### config.mk
export PLATFORM = sky130hd
export DESIGN_NAME = tlb_top
export DESIGN_NICKNAME = d
export VERILOG_FILES = /design/src/rtl/tlb_pkg.sv /design/src/rtl/tlb_match.sv /design/src/rtl/tlb_victim.sv /design/src/rtl/tlb_top.sv
export SDC_FILE = /design/constraint.sdc
export NUM_CORES = 1
export LEC_CHECK = 0
export CAP_MARGIN = 20
export CORE_UTILIZATION = 60
export CTS_CLUSTER_SIZE = 24
export DETAILED_ROUTE_END_ITERATION = 10
export GPL_TIMING_DRIVEN = 0
export PLACE_DENSITY = 0.76
export SKIP_CTS_REPAIR_TIMING = 1
export SLEW_MARGIN = 20
export SYNTH_ARGS = -nofsm -noshare
export SYNTH_HDL_FRONTEND = slang
export SYNTH_SLANG_ARGS = --single-unit
### constraint.sdc
create_clock -name clk -period 14 [get_ports clk]
set_input_delay 4.2 -clock clk [delete_from_list [all_inputs] [get_ports clk]]
set_output_delay 4.2 -clock clk [all_outputs]
set_load 0.02 [all_outputs]
### src/rtl/tlb_pkg.sv
package tlb_pkg;
    localparam int VA_W  = 14;
    localparam int PA_W  = 12;
    localparam int OFF_W = 6;
    localparam int SETS  = 4;
    localparam int WAYS  = 4;
    localparam int VPN_W = VA_W - OFF_W;
    localparam int PPN_W = PA_W - OFF_W;
    localparam int IDX_W = $clog2(SETS);
    localparam int TAG_W = VPN_W - IDX_W;
    localparam int WAY_W = $clog2(WAYS);

    typedef struct packed {
        logic             valid;
        logic             glob;
        logic [TAG_W-1:0] tag;
        logic [PPN_W-1:0] ppn;
    } entry_t;

    typedef entry_t [WAYS-1:0] set_t;

    typedef struct packed {
        set_t [SETS-1:0]              tbl;
        logic [SETS-1:0][WAY_W-1:0]   rr;
        logic                         pend;
        logic [VPN_W-1:0]             pend_vpn;
        logic                         fault;
    } state_t;
endpackage

### src/rtl/tlb_match.sv
module tlb_match #(
    parameter int WAYS  = 4,
    parameter int TAG_W = 6
) (
    input  logic [WAYS-1:0]            vld,
    input  logic [WAYS-1:0][TAG_W-1:0] tags,
    input  logic [TAG_W-1:0]           key,
    output logic [WAYS-1:0]            oh,
    output logic                       any
);
    for (genvar w = 0; w < WAYS; w++) begin : g_way
        assign oh[w] = vld[w] && (tags[w] == key);
    end
    assign any = |oh;
endmodule

### src/rtl/tlb_victim.sv
module tlb_victim #(
    parameter int WAYS  = 4,
    parameter int WAY_W = 2
) (
    input  logic [WAYS-1:0]  vld,
    input  logic [WAY_W-1:0] rr,
    output logic [WAY_W-1:0] way
);
    logic found;
    always_comb begin
        way   = rr;
        found = 1'b0;
        for (int w = 0; w < WAYS; w++) begin
            if (!vld[w] && !found) begin
                way   = WAY_W'(w);
                found = 1'b1;
            end
        end
    end
endmodule

### src/rtl/tlb_top.sv
module tlb_top
    import tlb_pkg::*;
(
    input  logic             clk,
    input  logic             rst_n,
    input  logic             lk_valid,
    input  logic [VA_W-1:0]  lk_vaddr,
    output logic             lk_hit,
    output logic [PA_W-1:0]  lk_paddr,
    output logic             walk_req,
    output logic [VPN_W-1:0] walk_vpn,
    input  logic             fill_valid,
    input  logic             fill_present,
    input  logic             fill_global,
    input  logic [PPN_W-1:0] fill_ppn,
    output logic             fault,
    input  logic             inv_one,
    input  logic [VPN_W-1:0] inv_vpn,
    input  logic             inv_all,
    input  logic             flush_local
);
    state_t q, d;

    logic [IDX_W-1:0] lk_idx, inv_idx, fl_idx;
    logic [TAG_W-1:0] lk_tag, inv_tag, fl_tag;

    assign lk_idx  = lk_vaddr[OFF_W +: IDX_W];
    assign lk_tag  = lk_vaddr[VA_W-1 -: TAG_W];
    assign inv_idx = inv_vpn[IDX_W-1:0];
    assign inv_tag = inv_vpn[VPN_W-1 -: TAG_W];
    assign fl_idx  = q.pend_vpn[IDX_W-1:0];
    assign fl_tag  = q.pend_vpn[VPN_W-1 -: TAG_W];

    logic [WAYS-1:0]            lk_vld, inv_vld, fl_vld;
    logic [WAYS-1:0][TAG_W-1:0] lk_tags, inv_tags;

    always_comb begin
        for (int w = 0; w < WAYS; w++) begin
            lk_vld[w]   = q.tbl[lk_idx][w].valid;
            lk_tags[w]  = q.tbl[lk_idx][w].tag;
            inv_vld[w]  = q.tbl[inv_idx][w].valid;
            inv_tags[w] = q.tbl[inv_idx][w].tag;
            fl_vld[w]   = q.tbl[fl_idx][w].valid;
        end
    end

    logic [WAYS-1:0]  lk_oh, inv_oh;
    logic             lk_any, inv_any;
    logic [WAY_W-1:0] vic_way;

    tlb_match #(.WAYS(WAYS), .TAG_W(TAG_W)) u_lk_match (
        .vld(lk_vld), .tags(lk_tags), .key(lk_tag), .oh(lk_oh), .any(lk_any)
    );

    tlb_match #(.WAYS(WAYS), .TAG_W(TAG_W)) u_inv_match (
        .vld(inv_vld), .tags(inv_tags), .key(inv_tag), .oh(inv_oh), .any(inv_any)
    );

    tlb_victim #(.WAYS(WAYS), .WAY_W(WAY_W)) u_victim (
        .vld(fl_vld), .rr(q.rr[fl_idx]), .way(vic_way)
    );

    logic [PPN_W-1:0] sel_ppn;
    always_comb begin
        sel_ppn = '0;
        for (int w = 0; w < WAYS; w++) begin
            if (lk_oh[w]) sel_ppn = sel_ppn | q.tbl[lk_idx][w].ppn;
        end
    end

    always_comb begin
        d       = q;
        d.fault = 1'b0;

        if (lk_valid && !lk_any && !q.pend) begin
            d.pend     = 1'b1;
            d.pend_vpn = lk_vaddr[VA_W-1:OFF_W];
        end

        if (q.pend && fill_valid) begin
            d.pend = 1'b0;
            if (fill_present) begin
                d.tbl[fl_idx][vic_way].valid = 1'b1;
                d.tbl[fl_idx][vic_way].glob  = fill_global;
                d.tbl[fl_idx][vic_way].tag   = fl_tag;
                d.tbl[fl_idx][vic_way].ppn   = fill_ppn;
                d.rr[fl_idx] = WAY_W'(q.rr[fl_idx] + 1'b1);
            end else begin
                d.fault = 1'b1;
            end
        end

        if (inv_one && inv_any) begin
            for (int w = 0; w < WAYS; w++) begin
                if (inv_oh[w]) d.tbl[inv_idx][w].valid = 1'b0;
            end
        end

        if (flush_local) begin
            for (int s = 0; s < SETS; s++) begin
                for (int w = 0; w < WAYS; w++) begin
                    if (!d.tbl[s][w].glob) d.tbl[s][w].valid = 1'b0;
                end
            end
        end

        if (inv_all) begin
            for (int s = 0; s < SETS; s++) begin
                for (int w = 0; w < WAYS; w++) begin
                    d.tbl[s][w].valid = 1'b0;
                end
            end
        end
    end

    always_ff @(posedge clk) begin
        if (!rst_n) q <= '0;
        else        q <= d;
    end

    assign lk_hit   = lk_valid && lk_any;
    assign lk_paddr = {sel_ppn, lk_vaddr[OFF_W-1:0]};
    assign walk_req = q.pend;
    assign walk_vpn = q.pend_vpn;
    assign fault    = q.fault;
endmodule

==> results by group <==
Routing
  • Final wirelength: 37.5 mm
  • Avg WL per Cell: 25.4 um
  • Initial DRC count: 895
  • Vias per cell: 6.25
  • Final antenna-violating net count: 0
  • Via count: 9235
  • TritonRoute pass-1 iters: 5
  • # DRC: 0

Pwr
  • Net Sw Frac: 24.0%
  • Gate power share: 8.0%
  • Cell Int Power: 1.14 mW
  • Clock network power share: 45.7%
  • Lkg Pwr: 5.37 nW
  • Pwr Density: 106 mW/mm2
  • Worst VDD drop: 0.0919 mV
  • Sw Pwr: 359 uW
  • Reg power frac: 46.3%

Global route
  • Vias in the first global route: 9096
  • First-pass GRT wire length: 56.2 mm
  • Initial antenna violation count: 0
  • Congestion Overflow GR: 0
  • All-Layer GR Usage: 35.4%
  • Largest net degree at the start of global routing: 14

Setup path
  • Critical Path Sink Type: output port
  • Worst EP arrival: 7.79 ns
  • Critical path class: in -> out
  • Largest fanout on the critical path: 10
  • Worst Setup Start Kind: input port
  • Critical Path RT: 9.80 ns

Clock network
  • Clock sink count: 242
  • Clk slew on worst S/H paths: 0.06 ns
  • Clk root buf: clkbuf_16
  • H-tree Lvls: 1
  • Clock latency on the worst-skew pair: 0.54 ns
  • CTS tree: yes
  • Total CTS buffers: 26
  • Clk buf depth: 3

Yosys
  • Asr flop ratio synth: 0%
  • Top cell type's share of synthesized area: 38.7%
  • Distinct cells, synth: 51
  • Count leader, synth: dfxtp_1
  • Top post-synthesis cells by count: dfxtp_1, mux2i_1, nor2b_1
  • Cells after Synth: 1122
  • EDFF count, synth: 0
  • Synth Area per Inst: 11.1 um2
  • Mapped Area: 0.0125 mm2
  • Synth area leaders: dfxtp_1, mux2i_1, mux4_2
  • Sequential share of the synthesized area: 38.7%
  • Ys Warns: 0
  • Ys flop type: dfxtp_1
  • Synth Register Bits: 242
  • Mapped Nets: 1159
  • Leading area contributor after synthesis: dfxtp_1

Final layout
  • Layout cell share with drive strength beyond 1: 15.5%
  • Fin util: 69.2%
  • N_diodes: 0
  • Nets: 1228
  • Area delta synth->final: 12.7%

Floorplanning
  • Starting density of the core: 61.4%
  • Die height: 146 um
  • Die footprint: 0.0214 mm2
  • Io pins: 60
  • Cell Rows: 52
  • Core Footprint: 0.0204 mm2
  • Die width: 146 um

Status
  • Outcome: finished, final reports clean

Hold path
  • Hold crit path type: reg -> reg

Timing
  • Tmin final: 11.99 ns
  • Final setup violating endpoints: 0
  • Setup TNS: 0 ns
  • Worst Clk Skew: 0.0106 ns
  • Max Clk Rate: 83.4 MHz
  • Actual slew at the worst max-slew pin: 1.17 ns
  • Tcrit/Tclk final: 85.6%
  • Fin. max-slew vios: 0
  • RSZ-0062 raised after global routing: no
  • Final Hold Fails: 0
  • Max-slew headroom: 21.5%

Placement
  • Buffers on Ports: 41
  • Detail Placement HPWL: 25.8 mm
  • GPL Wtd Cong: 0.937

Flow run
  • Max-cap viol count: 0
## layout make-up
| type | count | area (um2) |
|---|---|---|
| Sequential cell | 242 | 4840 |
| Clock inverter | 5 | 61.3 |
| Buffer | 114 | 608 |
| Clock buffer | 39 | 779 |
| Inverter | 14 | 52.6 |
| Timing Repair Buffer | 41 | 410 |
| Tap cell | 270 | 338 |
| Fill cell | 1584 | 6270 |
| Multi-Input combinational cell | 752 | 7000 |
## cells by family (layout without fill, tap and decap cells)
kind of cell	Yosys count	count (layout)	synth area share, %
AO/OA/AOI/OAI	56	56	3.93
multiplexers	305	305	32.0
XOR/XNOR	59	59	4.13
flip-flops	242	242	38.7
buffers and inverters	128	213	5.28
AND/OR/NAND/NOR	332	332	15.9
## final timing paths
kind | start | endpoint | slack (ns) | cells after the start
setup / recovery | lk_vaddr[6] | lk_paddr[10] | 2.01 | 9
hold / removal | flip-flop | flip-flop | 0.50 | 1
setup reg to reg | flip-flop | walk_vpn[5] | 10.79 | 8
hold reg to reg | flip-flop | flip-flop | 0.50 | 1
## placed cells by master (no fill, tap or decap), types with 4 or more instances in the layout
| master | n |
|---|---|
| nor2_1 | 19 |
| dfxtp_1 | 242 |
| nor2b_1 | 219 |
| nand2_1 | 40 |
| clkbuf_1 | 60 |
| nor2_8 | 4 |
| clkbuf_16 | 26 |
| nand2b_1 | 4 |
| clkbuf_8 | 8 |
| clkdlybuf4s50_1 | 41 |
| xor2_1 | 25 |
| nand3_1 | 10 |
| nor3_1 | 8 |
| xnor2_1 | 34 |
| a211o_1 | 6 |
| o211a_1 | 8 |
| buf_2 | 21 |
| mux2i_1 | 227 |
| inv_1 | 14 |
| buf_4 | 24 |
| a2111oi_2 | 4 |
| buf_1 | 6 |
| nand4_1 | 6 |
| buf_6 | 7 |
| o22ai_1 | 7 |
| a2111oi_0 | 7 |
| a21oi_1 | 7 |
| mux4_2 | 76 |
## per-stage QoR
step,hold WS (ns),std cells,worst slack [ns],power [mW],area [um2]
floorplan,0.467,1122,3.65,0.781,12500
finish,0.498,1477,2.01,1.50,14100
global route,0.525,1477,1.98,1.53,14100
CTS,0.497,1477,2.12,1.50,14100
detailed placement,0.483,1433,2.12,0.826,13300
global placement,0.477,1433,2.15,0.825,13300
## metal layers
metal | GRT usage [%] | up-vias | wire [um]
met3 | 8.09 | 105 | 3580
li1 | - | 4071 | -
met5 | 0 | - | 0
met1 | 47.8 | 4621 | 15400
met2 | 53.7 | 438 | 16600
met4 | 17.4 | 0 | 1910
## power by group through the flow
| stage | registers, mW | clock network, mW | logic (mW) |
|---|---|---|---|
| after floorplan | 0.708 | 0 | 0.0722 |
| after global routing | 0.693 | 0.716 | 0.124 |
| final | 0.693 | 0.685 | 0.120 |
| after CTS | 0.693 | 0.690 | 0.118 |
| after detailed placement | 0.709 | 0 | 0.117 |
| after global placement | 0.708 | 0 | 0.116 |
## critical path, stage by stage
cell and delay (ns):
buf_2 0.22, buf_2 0.38, buf_1 0.83, clkbuf_1 0.74
mux4_2 0.41, inv_1 0.08, o22ai_1 0.09, a211o_1 0.28
clkdlybuf4s50_1 0.55
(Power assumes the default switching activity.)
